## src/rtl/ebus_pkg.sv

```systemverilog
package ebus_pkg;
  typedef enum logic [2:0] {
    ST_IDLE  = 3'd0,
    ST_ALIGN = 3'd1,
    ST_LEAD  = 3'd2,
    ST_ACT   = 3'd3,
    ST_TRL   = 3'd4
  } bus_st_e;
endpackage

```

## src/rtl/ebus_clk_phase.sv

```systemverilog
module ebus_clk_phase (
  input  logic clk,
  input  logic rst_n,
  input  logic half_i,
  output logic rise_o,
  output logic next_rise_o
);
  logic ph_q, ph_d;

  always_comb ph_d = ~ph_q;

  always_ff @(posedge clk or negedge rst_n) begin
    if (!rst_n) ph_q <= 1'b0;
    else        ph_q <= ph_d;
  end

  // In half-rate mode a rising edge opens every cycle where the phase bit is 1.
  assign rise_o      = half_i ? ph_q : 1'b1;
  assign next_rise_o = half_i ? ph_d : 1'b1;

  AST_RISE_ALTERNATES: assert property (@(posedge clk) disable iff (!rst_n)
    (half_i && $past(half_i) && $past(rst_n)) |-> (rise_o != $past(rise_o)));
endmodule

```

## src/rtl/ebus_wr_fsm.sv

```systemverilog
module ebus_wr_fsm
  import ebus_pkg::*;
#(
  parameter int LEAD_W = 4,
  parameter int ACT_W  = 4,
  parameter int TRL_W  = 4
) (
  input  logic              clk,
  input  logic              rst_n,
  input  logic              use_rdy_i,
  input  logic [LEAD_W-1:0] lead_i,
  input  logic [ACT_W-1:0]  act_i,
  input  logic [TRL_W-1:0]  trl_i,
  input  logic              req_valid_i,
  input  logic              next_rise_i,
  input  logic              rdy_i,
  output bus_st_e           st_o,
  output logic              accept_o,
  output logic              ack_o
);
  localparam int CW0   = (LEAD_W > ACT_W) ? LEAD_W : ACT_W;
  localparam int CNT_W = (CW0 > TRL_W) ? CW0 : TRL_W;

  bus_st_e          st_q, st_d;
  logic [CNT_W-1:0] cnt_q, cnt_d;
  logic             cnt_en;
  logic             ack_q, ack_d;
  logic [CNT_W-1:0] lead_load, act_load, trl_load;
  logic             cnt_zero;

  always_comb begin
    lead_load = (lead_i == '0) ? '0 : CNT_W'(lead_i - 1'b1);
    act_load  = CNT_W'(act_i);
    trl_load  = CNT_W'(trl_i);
    cnt_zero  = (cnt_q == '0);
  end

  always_comb begin
    st_d     = st_q;
    cnt_d    = cnt_q;
    cnt_en   = 1'b0;
    ack_d    = 1'b0;
    accept_o = 1'b0;
    unique case (st_q)
      ST_IDLE: begin
        if (req_valid_i && !ack_q) begin
          accept_o = 1'b1;
          if (next_rise_i) begin
            st_d   = ST_LEAD;
            cnt_d  = lead_load;
            cnt_en = 1'b1;
          end else begin
            st_d = ST_ALIGN;
          end
        end
      end
      ST_ALIGN: begin
        st_d   = ST_LEAD;
        cnt_d  = lead_load;
        cnt_en = 1'b1;
      end
      ST_LEAD: begin
        cnt_en = 1'b1;
        if (cnt_zero) begin
          st_d  = ST_ACT;
          cnt_d = act_load;
        end else begin
          cnt_d = cnt_q - 1'b1;
        end
      end
      ST_ACT: begin
        if (!cnt_zero) begin
          cnt_en = 1'b1;
          cnt_d  = cnt_q - 1'b1;
        end else if (use_rdy_i && !rdy_i) begin
          st_d = ST_ACT;
        end else begin
          st_d   = ST_TRL;
          cnt_d  = trl_load;
          cnt_en = 1'b1;
        end
      end
      ST_TRL: begin
        cnt_en = 1'b1;
        if (cnt_zero) begin
          st_d  = ST_IDLE;
          ack_d = 1'b1;
        end else begin
          cnt_d = cnt_q - 1'b1;
        end
      end
      default: st_d = ST_IDLE;
    endcase
  end

  always_ff @(posedge clk or negedge rst_n) begin
    if (!rst_n) begin
      st_q  <= ST_IDLE;
      ack_q <= 1'b0;
    end else begin
      st_q  <= st_d;
      ack_q <= ack_d;
    end
  end

  always_ff @(posedge clk or negedge rst_n) begin
    if (!rst_n)      cnt_q <= '0;
    else if (cnt_en) cnt_q <= cnt_d;
  end

  assign st_o  = st_q;
  assign ack_o = ack_q;

  AST_TRAIL_AFTER_ACTIVE: assert property (@(posedge clk) disable iff (!rst_n)
    (st_q == ST_TRL && $past(st_q) != ST_TRL) |-> ($past(st_q) == ST_ACT));
  AST_ACK_SINGLE: assert property (@(posedge clk) disable iff (!rst_n)
    ack_q |=> !ack_q);
  AST_RDY_STRETCH: assert property (@(posedge clk) disable iff (!rst_n)
    (st_q == ST_ACT && cnt_zero && use_rdy_i && !rdy_i) |=> (st_q == ST_ACT));
endmodule

```

## src/rtl/ebus_pin_drv.sv

```systemverilog
module ebus_pin_drv
  import ebus_pkg::*;
#(
  parameter int AW = 20,
  parameter int DW = 32
) (
  input  logic          clk,
  input  logic          rst_n,
  input  bus_st_e       st_i,
  input  logic          accept_i,
  input  logic          wide_i,
  input  logic [AW-1:0] req_addr_i,
  input  logic [DW-1:0] req_data_i,
  input  logic [1:0]    req_be_i,
  output logic          cs_n_o,
  output logic [AW-1:0] addr_o,
  output logic          rnw_o,
  output logic          we0_n_o,
  output logic          we1_n_o,
  output logic [DW-1:0] data_o,
  output logic          oe_o
);
  localparam int HW = DW / 2;

  logic [AW-1:0] cap_addr_q, last_addr_q;
  logic [DW-1:0] cap_data_q, data_masked;
  logic [1:0]    cap_be_q;
  logic          in_cycle, in_act, drive;

  always_ff @(posedge clk or negedge rst_n) begin
    if (!rst_n) begin
      cap_addr_q <= '0;
      cap_data_q <= '0;
      cap_be_q   <= '0;
    end else if (accept_i) begin
      cap_addr_q <= req_addr_i;
      cap_data_q <= req_data_i;
      cap_be_q   <= req_be_i;
    end
  end

  always_ff @(posedge clk or negedge rst_n) begin
    if (!rst_n)                last_addr_q <= '0;
    else if (st_i == ST_LEAD)  last_addr_q <= cap_addr_q;
  end

  always_comb begin
    in_cycle = (st_i == ST_LEAD) || (st_i == ST_ACT) || (st_i == ST_TRL);
    in_act   = (st_i == ST_ACT);
    drive    = in_act || (st_i == ST_TRL);
    data_masked = wide_i ? cap_data_q : {{(DW-HW){1'b0}}, cap_data_q[HW-1:0]};
  end

  assign cs_n_o  = ~in_cycle;
  assign rnw_o   = ~in_cycle;
  assign addr_o  = in_cycle ? cap_addr_q : {last_addr_q[AW-1:1], 1'b1};
  assign we0_n_o = ~(in_act && cap_be_q[0]);
  assign we1_n_o = wide_i ? ~(in_act && cap_be_q[1]) : addr_o[0];
  assign oe_o    = drive;
  assign data_o  = drive ? data_masked : '0;

  AST_ALIGN_QUIET: assert property (@(posedge clk) disable iff (!rst_n)
    (st_i == ST_ALIGN) |-> (cs_n_o && rnw_o && we0_n_o && we1_n_o && !oe_o));
  AST_OE_NEEDS_WRITE: assert property (@(posedge clk) disable iff (!rst_n)
    oe_o |-> !rnw_o);
  AST_IDLE_ADDR0_HIGH: assert property (@(posedge clk) disable iff (!rst_n)
    cs_n_o |-> addr_o[0]);
endmodule

```

## src/rtl/ebus_wr_seq.sv

```systemverilog
module ebus_wr_seq
  import ebus_pkg::*;
#(
  parameter int AW     = 20,
  parameter int DW     = 32,
  parameter int LEAD_W = 4,
  parameter int ACT_W  = 4,
  parameter int TRL_W  = 4
) (
  input  logic              clk,
  input  logic              rst_n,
  input  logic              cfg_half_rate,
  input  logic              cfg_wide,
  input  logic              cfg_use_rdy,
  input  logic [LEAD_W-1:0] cfg_lead,
  input  logic [ACT_W-1:0]  cfg_active,
  input  logic [TRL_W-1:0]  cfg_trail,
  input  logic              req_valid,
  input  logic [AW-1:0]     req_addr,
  input  logic [DW-1:0]     req_data,
  input  logic [1:0]        req_be,
  output logic              req_ack,
  output logic              bus_ck_rise,
  output logic              bus_cs_n,
  output logic [AW-1:0]     bus_addr,
  output logic              bus_rnw,
  output logic              bus_we0_n,
  output logic              bus_we1_n,
  output logic [DW-1:0]     bus_data_o,
  output logic              bus_data_oe,
  input  logic              bus_rdy
);
  bus_st_e st;
  logic    accept, next_rise;

  ebus_clk_phase u_phase (
    .clk         (clk),
    .rst_n       (rst_n),
    .half_i      (cfg_half_rate),
    .rise_o      (bus_ck_rise),
    .next_rise_o (next_rise)
  );

  ebus_wr_fsm #(.LEAD_W(LEAD_W), .ACT_W(ACT_W), .TRL_W(TRL_W)) u_fsm (
    .clk         (clk),
    .rst_n       (rst_n),
    .use_rdy_i   (cfg_use_rdy),
    .lead_i      (cfg_lead),
    .act_i       (cfg_active),
    .trl_i       (cfg_trail),
    .req_valid_i (req_valid),
    .next_rise_i (next_rise),
    .rdy_i       (bus_rdy),
    .st_o        (st),
    .accept_o    (accept),
    .ack_o       (req_ack)
  );

  ebus_pin_drv #(.AW(AW), .DW(DW)) u_pins (
    .clk        (clk),
    .rst_n      (rst_n),
    .st_i       (st),
    .accept_i   (accept),
    .wide_i     (cfg_wide),
    .req_addr_i (req_addr),
    .req_data_i (req_data),
    .req_be_i   (req_be),
    .cs_n_o     (bus_cs_n),
    .addr_o     (bus_addr),
    .rnw_o      (bus_rnw),
    .we0_n_o    (bus_we0_n),
    .we1_n_o    (bus_we1_n),
    .data_o     (bus_data_o),
    .oe_o       (bus_data_oe)
  );

  AST_LEAD_ON_RISE: assert property (@(posedge clk) disable iff (!rst_n)
    (st == ST_LEAD && $past(st) != ST_LEAD) |-> bus_ck_rise);
endmodule

```

## config.mk

```make
export PLATFORM = sky130hd
export DESIGN_NAME = ebus_wr_seq
export DESIGN_NICKNAME = d
export VERILOG_FILES = /design/src/rtl/ebus_pkg.sv /design/src/rtl/ebus_clk_phase.sv /design/src/rtl/ebus_wr_fsm.sv /design/src/rtl/ebus_pin_drv.sv /design/src/rtl/ebus_wr_seq.sv
export SDC_FILE = /design/constraint.sdc
export NUM_CORES = 1
export LEC_CHECK = 0
export BUFFER_PORTS_ARGS = -buffer_cell sky130_fd_sc_hd__buf_4
export CORE_MARGIN = 8
export CORE_UTILIZATION = 35
export CTS_CLUSTER_DIAMETER = 60
export CTS_CLUSTER_SIZE = 40
export DETAILED_ROUTE_END_ITERATION = 7
export GPL_TIMING_DRIVEN = 0
export SLEW_MARGIN = 20
export SYNTH_ARGS = -nofsm -noshare
export SYNTH_HDL_FRONTEND = slang
export SYNTH_SLANG_ARGS = --single-unit
```

## constraint.sdc

```tcl
create_clock -name clk -period 5.09 [get_ports clk]
set_input_delay 1.527 -clock clk [delete_from_list [all_inputs] [get_ports clk]]
set_output_delay 1.527 -clock clk [all_outputs]
set_load 0.03 [all_outputs]
```

==> flow_metrics.py, run 1 <==
metrics = {
    "timing": {
        "finalHoldViolations": 0,
        "share_of_the_clock_period_used_by_the_worst_path_after_layout_pct": 78.9,
        "max-slew-margin-rel_pct": 49.5,
        "slew_viol_final": 0,
        "fmaxAchievable_ghz": 0.249,
        "layout_min_cycle_time_ns": 4.01,
        "finalSetupViolCount": 0,
        "tightestPinTransition_ns": 0.758,
        "fin_skew_ns": 0.00723,
        "setup_tns_ns": 0,
        "rsz_0062_raised_after_global_routing": "false",
    },
    "worst_setup_path": {
        "worst_ep_required_time_ns": 3.56,
        "ff2ff_path_depth": 6,
        "critPathMaxStageDelay_ns": 0.40,
        "worstReg2RegEnd": "u_fsm.cnt_q[0]$_DFFE_PN0P_",
        "worstSetupStartpoint": "u_fsm.st_o[1]$_DFFE_PN0P_",
        "crit_path_end": "bus_data_o[28]",
        "timing.critical_path.buf_inv": 3,
        "cp_cell_sequence": "clkbuf_1, nor2b_1, nand2_1, nand2_1, clkbuf_1, and3_1, buf_4",
        "end_kind": "output pin",
        "worst_path_dominant_cell_family": "buffers and inverters",
        "reg2reg_setup_slack_ns": 2.84,
        "critical_path_depth": 7,
        "r2r-start": "u_fsm.cnt_q[0]$_DFFE_PN0P_",
        "critPathLaunchType": "flip-flop",
        "worst-endpoint-arrival_ns": 2.49,
        "path_class": "reg -> out",
        "cp_max_fo": 10,
        "slowest_cell_on_the_critical_path": "sky130_fd_sc_hd__dfrtp_1",
    },
    "logic_synthesis": {
        "yosys_warnings": 0,
        "synth-async-reset-ratio_pct": 100,
        "synth.cell_area_sq_mm": 0.00392,
        "synthTopCellsByArea": "sky130_fd_sc_hd__dfrtp_1 52%, sky130_fd_sc_hd__mux2_2 27%, sky130_fd_sc_hd__and3_1 2.7%, sky130_fd_sc_hd__and2_1 2.6%, sky130_fd_sc_hd__clkbuf_1 1.1%",
        "synth_sequential_area_ratio_pct": 52.3,
        "yosysMostFrequentCell": "sky130_fd_sc_hd__mux2_2",
        "synth_cell_types": 45,
        "synth_enable_flop_cells": 0,
        "synth_common_cells": "93 x sky130_fd_sc_hd__mux2_2, 82 x sky130_fd_sc_hd__dfrtp_1, 17 x sky130_fd_sc_hd__and3_1, 16 x sky130_fd_sc_hd__and2_1, 12 x sky130_fd_sc_hd__clkbuf_1",
        "syn_avg_cell_area_sq_um": 12.8,
        "synthCells": 307,
        "synth_top_area_share_pct": 52.3,
        "synth_area_leader_cell": "sky130_fd_sc_hd__dfrtp_1",
        "synth_ff_type": "sky130_fd_sc_hd__dfrtp_1",
        "synth_nets": 382,
        "synth_seq_cells": 82,
    },
    "route": {
        "viasPerCell": 4.87,
        "route.detailed.wl_per_inst_microns": 17.0,
        "ant_nets": 0,
        "vias": 2893,
        "drc_errors": 0,
        "wirelength_microns": 10100,
        "initialDrtViolationCount": 95,
        "drtPass1Iterations": 4,
    },
    "power": {
        "largest_voltage_drop_on_the_vdd_net_mv": 0.343,
        "leakage_nw": 2.59,
        "cellPowerDensity_mw_per_mm2": 693,
    },
    "floorplan": {
        "fp.coreArea_sq_mm": 0.0109,
        "initial_utilization_pct": 36.0,
        "number_of_cell_rows": 38,
        "die_height_microns": 122,
        "floorplan.die.width_microns": 122,
        "die_area_sq_mm": 0.0149,
        "io-pin-count": 132,
    },
    "grt": {
        "first_global_vias": 3193,
        "met2_use_gr_pct": 23.9,
        "global_route_wire_length_before_repair_microns": 16300,
        "globalRouteTotalUtil_pct": 14.0,
        "met1_usage_pct": 15.6,
        "grt_remaining_overflow": 0,
        "grt_antenna_before_repair": 0,
        "most_used_layer_global_route": "met2",
        "grt_max_degree": 83,
        "global_route.usage.met3_pct": 5.32,
    },
    "placement": {
        "replace_congestion": 0.809,
        "post_detail_place_hpwl_microns": 7430,
        "portBuffers": 131,
        "placement.cell_area_sq_mm": 0.00508,
    },
    "hold_path": {
        "hold_class": "reg -> reg",
    },
    "clock_tree": {
        "cts_hold_fix_bufs": 0,
        "clock_sink_count": 82,
        "clkSlewWorstSetupHoldPaths_ns": 0.08,
        "clkLatencyLatePin_ns": 0.36,
        "ctsLongestPathBuffers": 2,
        "cts_resized": 0,
        "cts_root_buffer": "sky130_fd_sc_hd__clkbuf_8",
        "number_of_buffers_inserted_by_post_cts_setup_repair": 0,
        "maximum_level_of_the_cts_h_tree": 3,
        "num_cts_buffers": 9,
        "clock_tree_from_tritoncts": "yes",
    },
    "cells_and_area": {
        "design_area_sq_mm": 0.00530,
        "post_route_cells_drive_above_1_share_pct": 56.2,
        "layout-area-overhead-vs-synth_pct": 35.2,
        "fillers": 1030,
        "design.final.nets": 524,
        "n_antenna_cell": 0,
    },
    "outcome": {
        "status": "finished, final reports clean",
    },
    "job": {
        "maxCapViolations": 0,
    },
}
-- registers in the layout (all words and copies together) (netlist names) --
signal	count
u_pins.cap_be_q	2
u_pins.cap_addr_q	20
u_fsm.cnt_q	4
u_phase.ph_q	1
u_fsm.st_o	3
u_pins.cap_data_q	32
u_pins.last_addr_q	19
u_fsm.ack_o	1
-- worst min-delay path by stage --
stage | depth (start not counted) | start | endpoint | slack (ns)
4_1_cts | 1 | u_phase.ph_q$_DFF_PN0_ | u_phase.ph_q$_DFF_PN0_ | 0.45
2_1_floorplan | 1 | u_phase.ph_q$_DFF_PN0_ | u_phase.ph_q$_DFF_PN0_ | 0.41
3_3_place_gp | 1 | u_phase.ph_q$_DFF_PN0_ | u_phase.ph_q$_DFF_PN0_ | 0.42
5_1_grt | 1 | u_phase.ph_q$_DFF_PN0_ | u_phase.ph_q$_DFF_PN0_ | 0.50
3_5_place_dp | 1 | u_phase.ph_q$_DFF_PN0_ | u_phase.ph_q$_DFF_PN0_ | 0.43
6_report | 1 | u_phase.ph_q$_DFF_PN0_ | u_phase.ph_q$_DFF_PN0_ | 0.45
-- cells by family after synthesis --
| family | count (synthesis) | synth area share, % |
|---|---|---|
| AO/OA/AOI/OAI | 29 | 5.30 |
| XOR/XNOR | 1 | 0.223 |
| adder cells (fa/ha/maj) | 2 | 0.638 |
| buffers and inverters | 26 | 3.13 |
| flip-flops | 82 | 52.3 |
| multiplexers | 96 | 27.5 |
| AND/OR/NAND/NOR | 71 | 10.9 |
-- report_power, final --
group | internal (mW) | leakage, nW | total, mW | switching (mW)
combinational | 0.951 | 1.48 | 2.02 | 1.07
clock | 0.288 | 0.109 | 0.525 | 0.237
sequential | 0.968 | 1.00 | 1.13 | 0.160
total | 2.21 | 2.59 | 3.68 | 1.47
-- metal layers --
metal,routed length [microns],vias to the layer above,share of wire (%)
met1,4080,1431,40
met3,783,7,7.7
met4,108,0,1.1
met2,5140,73,51
met5,0,-,0
li1,-,1382,-
-- worst register-to-register path, cell delays in order (launching register included) --
cell and delay, ns:
sky130_fd_sc_hd__dfrtp_1 0.39, sky130_fd_sc_hd__inv_1 0.10, sky130_fd_sc_hd__ha_1 0.16, sky130_fd_sc_hd__or3b_2 0.50, sky130_fd_sc_hd__o31ai_1 0.39, sky130_fd_sc_hd__or3_1 0.25, sky130_fd_sc_hd__mux2_2 0.35
-- metrics by stage --
stage	std cells	setup slack [ns]	utilization, %	hold WS (ns)	power (mW)
global placement	578	1.23	46.7	0.423	3.15
finish	594	1.08	48.7	0.445	3.68
detailed placement	578	1.21	46.7	0.433	3.19
global route	594	0.845	48.7	0.500	3.92
CTS	594	1.03	48.7	0.446	3.73
floorplan	307	1.40	-	0.408	2.52
-- layout by cell type (no fill, tap or decap), types with 4 or more instances in the layout --
master	n
sky130_fd_sc_hd__nand2_1	8
sky130_fd_sc_hd__o21ai_0	4
sky130_fd_sc_hd__clkbuf_8	10
sky130_fd_sc_hd__mux2_2	93
sky130_fd_sc_hd__nand2b_1	5
sky130_fd_sc_hd__nor3_1	5
sky130_fd_sc_hd__buf_4	131
sky130_fd_sc_hd__and2_1	16
sky130_fd_sc_hd__inv_1	6
sky130_fd_sc_hd__dfrtp_1	82
sky130_fd_sc_hd__buf_2	5
sky130_fd_sc_hd__clkbuf_1	13
sky130_fd_sc_hd__and3_1	17
sky130_fd_sc_hd__a21oi_1	5
-- area by class of cell --
| type | count | area, sq um | share of cell area (%) |
|---|---|---|---|
| clock inverters | 5 | 77.6 | 1.46 |
| repair buffers | 131 | 987 | 18.6 |
| well taps | 140 | 175 | 3.30 |
| multi-input cells | 199 | 1750 | 33.0 |
| flip-flops and latches | 82 | 2050 | 38.7 |
| plain buffers | 20 | 100 | 1.89 |
| clock buffers | 11 | 141 | 2.67 |
| inverters | 6 | 22.5 | 0.425 |
No activity file was read; power rests on OpenSTA's default activity.
==> inputs of run 2 (changes only) <==
--- a/config.mk
+++ b/config.mk
@@ -5,6 +5,7 @@
 export SDC_FILE = /design/constraint.sdc
 export NUM_CORES = 1
 export LEC_CHECK = 0
+export ABC_AREA = 1
 export BUFFER_PORTS_ARGS = -buffer_cell sky130_fd_sc_hd__buf_4
 export CORE_MARGIN = 8
 export CORE_UTILIZATION = 35
==> constraint.sdc (replaced) <==
create_clock -name clk -period 3.8 [get_ports clk]
set_input_delay 1.14 -clock clk [delete_from_list [all_inputs] [get_ports clk]]
set_output_delay 1.14 -clock clk [all_outputs]
set_load 0.03 [all_outputs]
==> run 2 against run 1 <==
  * Clock power up 78%
  * Die area rose by 5.6%
  * Largest power group unchanged
  * Register-to-register slack got worse by 0.74 ns
  * Count of clock-buffer cells in the layout shrank 1
  * Critical path depth down 2
  * Total power grew 59%
  * Critical path type is now in -> out
  * Largest cell class unchanged
  * First-iteration DRC count rose by 83%
==> flow_metrics.py, run 2 <==
metrics = {
    "clock_tree": {
        "ctsLongestPathBuffers": 2,
        "clkSlewWorstSetupHoldPaths_ns": 0.06,
        "cts_root_buffer": "sky130_fd_sc_hd__clkbuf_16",
        "cts_resized": 0,
        "clock_tree_from_tritoncts": "yes",
        "clock_sink_count": 82,
        "clkLatencyLatePin_ns": 0.33,
        "maximum_level_of_the_cts_h_tree": 3,
        "number_of_buffers_inserted_by_post_cts_setup_repair": 0,
        "cts_hold_fix_bufs": 0,
        "num_cts_buffers": 9,
    },
    "timing": {
        "hold-worst-slack_ns": 0.432,
        "finalHoldViolations": 0,
        "slew_viol_final": 0,
        "layout_min_cycle_time_ns": 3.44,
        "rsz_0062_raised_after_global_routing": "false",
        "tightestPinTransition_ns": 0.774,
        "fmaxAchievable_ghz": 0.290,
        "setup_tns_ns": 0,
        "finalSetupViolCount": 0,
        "max-slew-margin-rel_pct": 48.4,
        "share_of_the_clock_period_used_by_the_worst_path_after_layout_pct": 90.6,
        "fin_skew_ns": 0.00500,
    },
    "power": {
        "leakage_nw": 2.98,
        "cellPowerDensity_mw_per_mm2": 1040,
        "largest_voltage_drop_on_the_vdd_net_mv": 0.467,
        "power.clock.fraction_pct": 15.9,
        "internal_power_mw": 3.16,
        "comb_power_share_pct": 58.4,
        "switching_share_pct": 46.1,
        "power_switching_mw": 2.70,
        "flop_pwr_share_pct": 25.7,
    },
    "job": {
        "maxCapViolations": 0,
    },
    "grt": {
        "grt_remaining_overflow": 0,
        "grt_max_degree": 83,
        "first_global_vias": 3697,
        "most_used_layer_global_route": "met2",
        "globalRouteTotalUtil_pct": 14.3,
        "met1_usage_pct": 18.3,
        "grt_antenna_before_repair": 0,
        "global_route_wire_length_before_repair_microns": 18400,
        "met2_use_gr_pct": 22.6,
        "global_route.usage.met3_pct": 3.44,
    },
    "placement": {
        "portBuffers": 130,
        "post_detail_place_hpwl_microns": 8310,
        "placement.cell_area_sq_mm": 0.00533,
        "cell_count_after_placement": 760,
        "replace_congestion": 0.841,
    },
    "route": {
        "drtPass1Iterations": 6,
        "route.detailed.wl_per_inst_microns": 14.4,
        "wirelength_microns": 11200,
        "vias": 3590,
        "initialDrtViolationCount": 174,
        "drc_errors": 0,
        "ant_nets": 0,
        "viasPerCell": 4.63,
    },
    "outcome": {
        "status": "finished, final reports clean",
    },
    "floorplan": {
        "initial_utilization_pct": 35.3,
        "io-pin-count": 132,
        "fp.coreArea_sq_mm": 0.0118,
        "number_of_cell_rows": 40,
        "die_height_microns": 125,
        "die_area_sq_mm": 0.0157,
        "floorplan.die.width_microns": 125,
    },
    "cells_and_area": {
        "final_core_util_pct": 47.9,
        "registers.top_by_ff_count": "u_pins.cap_data_q",
        "largest_registers": "u_pins.cap_data_q x32, u_pins.cap_addr_q x20, u_pins.last_addr_q x19",
        "largest_register_ffs": 32,
        "leading_cell_type_in_the_layout_fill_and_taps_excluded": "sky130_fd_sc_hd__buf_4",
        "layout.cells.most_common_list": "131 x sky130_fd_sc_hd__buf_4, 102 x sky130_fd_sc_hd__nand2_1, 84 x sky130_fd_sc_hd__nor2_1",
        "design_area_sq_mm": 0.00566,
        "post_route_cells_drive_above_1_share_pct": 37.4,
        "layout-area-overhead-vs-synth_pct": 35.6,
        "n_antenna_cell": 0,
        "layoutNonFillerInstCount": 776,
        "design.final.nets": 699,
        "fillers": 1147,
    },
    "logic_synthesis": {
        "synthCells": 483,
        "synth_ff_type": "sky130_fd_sc_hd__dfrtp_1",
        "synth_area_leader_cell": "sky130_fd_sc_hd__dfrtp_1",
        "synthTopCellsByArea": "sky130_fd_sc_hd__dfrtp_1 49%, sky130_fd_sc_hd__nand2_1 9.2%, sky130_fd_sc_hd__nor2_1 7.6%, sky130_fd_sc_hd__a21oi_2 6.3%, sky130_fd_sc_hd__mux2_4 5.4%",
        "synth_nets": 558,
        "synth.cell_area_sq_mm": 0.00417,
        "syn_avg_cell_area_sq_um": 8.64,
        "synth_top_area_share_pct": 49.2,
        "synth_enable_flop_cells": 0,
        "synth_sequential_area_ratio_pct": 49.2,
        "synth_cell_types": 27,
        "synth_common_cells": "102 x sky130_fd_sc_hd__nand2_1, 84 x sky130_fd_sc_hd__nor2_1, 82 x sky130_fd_sc_hd__dfrtp_1, 53 x sky130_fd_sc_hd__inv_1, 35 x sky130_fd_sc_hd__o21ai_0",
        "synth-async-reset-ratio_pct": 100,
        "yosysMostFrequentCell": "sky130_fd_sc_hd__nand2_1",
        "synth_seq_cells": 82,
        "yosys_warnings": 0,
    },
    "worst_setup_path": {
        "end_kind": "output pin",
        "slowest_cell_on_the_critical_path": "sky130_fd_sc_hd__clkbuf_1",
        "worstReg2RegEnd": "u_fsm.cnt_q[2]$_DFFE_PN0P_",
        "critPathMaxStageDelay_ns": 0.40,
        "worst-endpoint-arrival_ns": 2.30,
        "cp_max_fo": 10,
        "path_class": "in -> out",
        "worst_ep_required_time_ns": 2.66,
        "ff2ff_path_depth": 9,
        "cp_cell_sequence": "clkbuf_1, clkbuf_1, nand2_1, nor2_1, buf_4",
        "critPathLaunchType": "primary input",
        "r2r-start": "u_fsm.cnt_q[0]$_DFFE_PN0P_",
        "reg2reg_setup_slack_ns": 2.10,
        "worst_path_most_repeated_cell": "sky130_fd_sc_hd__clkbuf_1",
    },
    "hold_path": {
        "worstHoldEndpoint": "u_phase.ph_q$_DFF_PN0_",
        "timing.hold.worst.start": "u_phase.ph_q$_DFF_PN0_",
        "whs_path_depth": 1,
        "hold_class": "reg -> reg",
    },
}
run 2: cell count changes after synthesis, sizes merged, moves of 4 or more:
cell,before,now
inv,6,57
buf,8,20
mux2,93,18
nand3,3,16
or3b,4,0
nor3,5,1
o21ai,4,46
a21oi,5,40
nor2,4,87
nand2b,5,0
clkbuf,12,3
and2,17,0
and3,17,0
nand2,8,107
run 2: critical path, delay by kind of cell:
family                 cells  cell delay, ns
buffers and inverters      3            0.93
and+or+nand+nor            2            0.23
run 2: cells by family after synthesis:
family | after synthesis | share of synthesized area, %
AOI/OAI and AO/OA | 86 | 13.9
xor gates and xnor gates | 1 | 0.210
adders and majority gates | 2 | 0.599
buffers and inverters | 80 | 9.11
DFF | 82 | 49.2
muxes | 18 | 6.21
and+or+nand+nor | 214 | 20.8
run 2: final cells by class:
type,instances,area [sq um],share of cell area (%)
tap,147,184,3.25
clock inverter,6,91.3,1.61
timing repair buffer,130,980,17.3
multi-input combinational,321,1740,30.8
buffer,23,166,2.94
clock buffer,10,229,4.05
sequential,82,2050,36.3
inverter,57,214,3.78
run 2: worst max-delay path by stage:
stage / slack [ns] / startpoint / end
6_report: 0.36 / cfg_wide / bus_data_o[29]
5_1_grt: 0.22 / cfg_wide / bus_data_o[22]
4_1_cts: 0.33 / cfg_wide / bus_data_o[30]
3_5_place_dp: 0.33 / cfg_wide / bus_data_o[30]
3_3_place_gp: 0.35 / cfg_wide / bus_data_o[29]
2_1_floorplan: 0.50 / cfg_wide / bus_data_o[22]
run 2: layer usage:
layer  wire (microns)  up-vias
li1                 -     1801
met1             5210     1681
met2             5210       92
met3              555       16
met4              209        0
met5                0        -
run 2: metrics by stage:
step | worst slack, ns | total power [mW]
6_report | 0.357 | 5.86
5_1_grt | 0.220 | 6.28
4_1_cts | 0.332 | 5.94
3_5_place_dp | 0.333 | 4.98
3_3_place_gp | 0.351 | 4.93
2_1_floorplan | 0.504 | 3.86
run 2: power groups by stage:
| stage | logic, mW | registers [mW] | clock network, mW |
|---|---|---|---|
| 2_1_floorplan | 2.39 | 1.47 | 0 |
| 3_3_place_gp | 3.43 | 1.50 | 0 |
| 3_5_place_dp | 3.47 | 1.51 | 0 |
| 4_1_cts | 3.48 | 1.51 | 0.961 |
| 5_1_grt | 3.74 | 1.55 | 0.995 |
| 6_report | 3.42 | 1.51 | 0.933 |
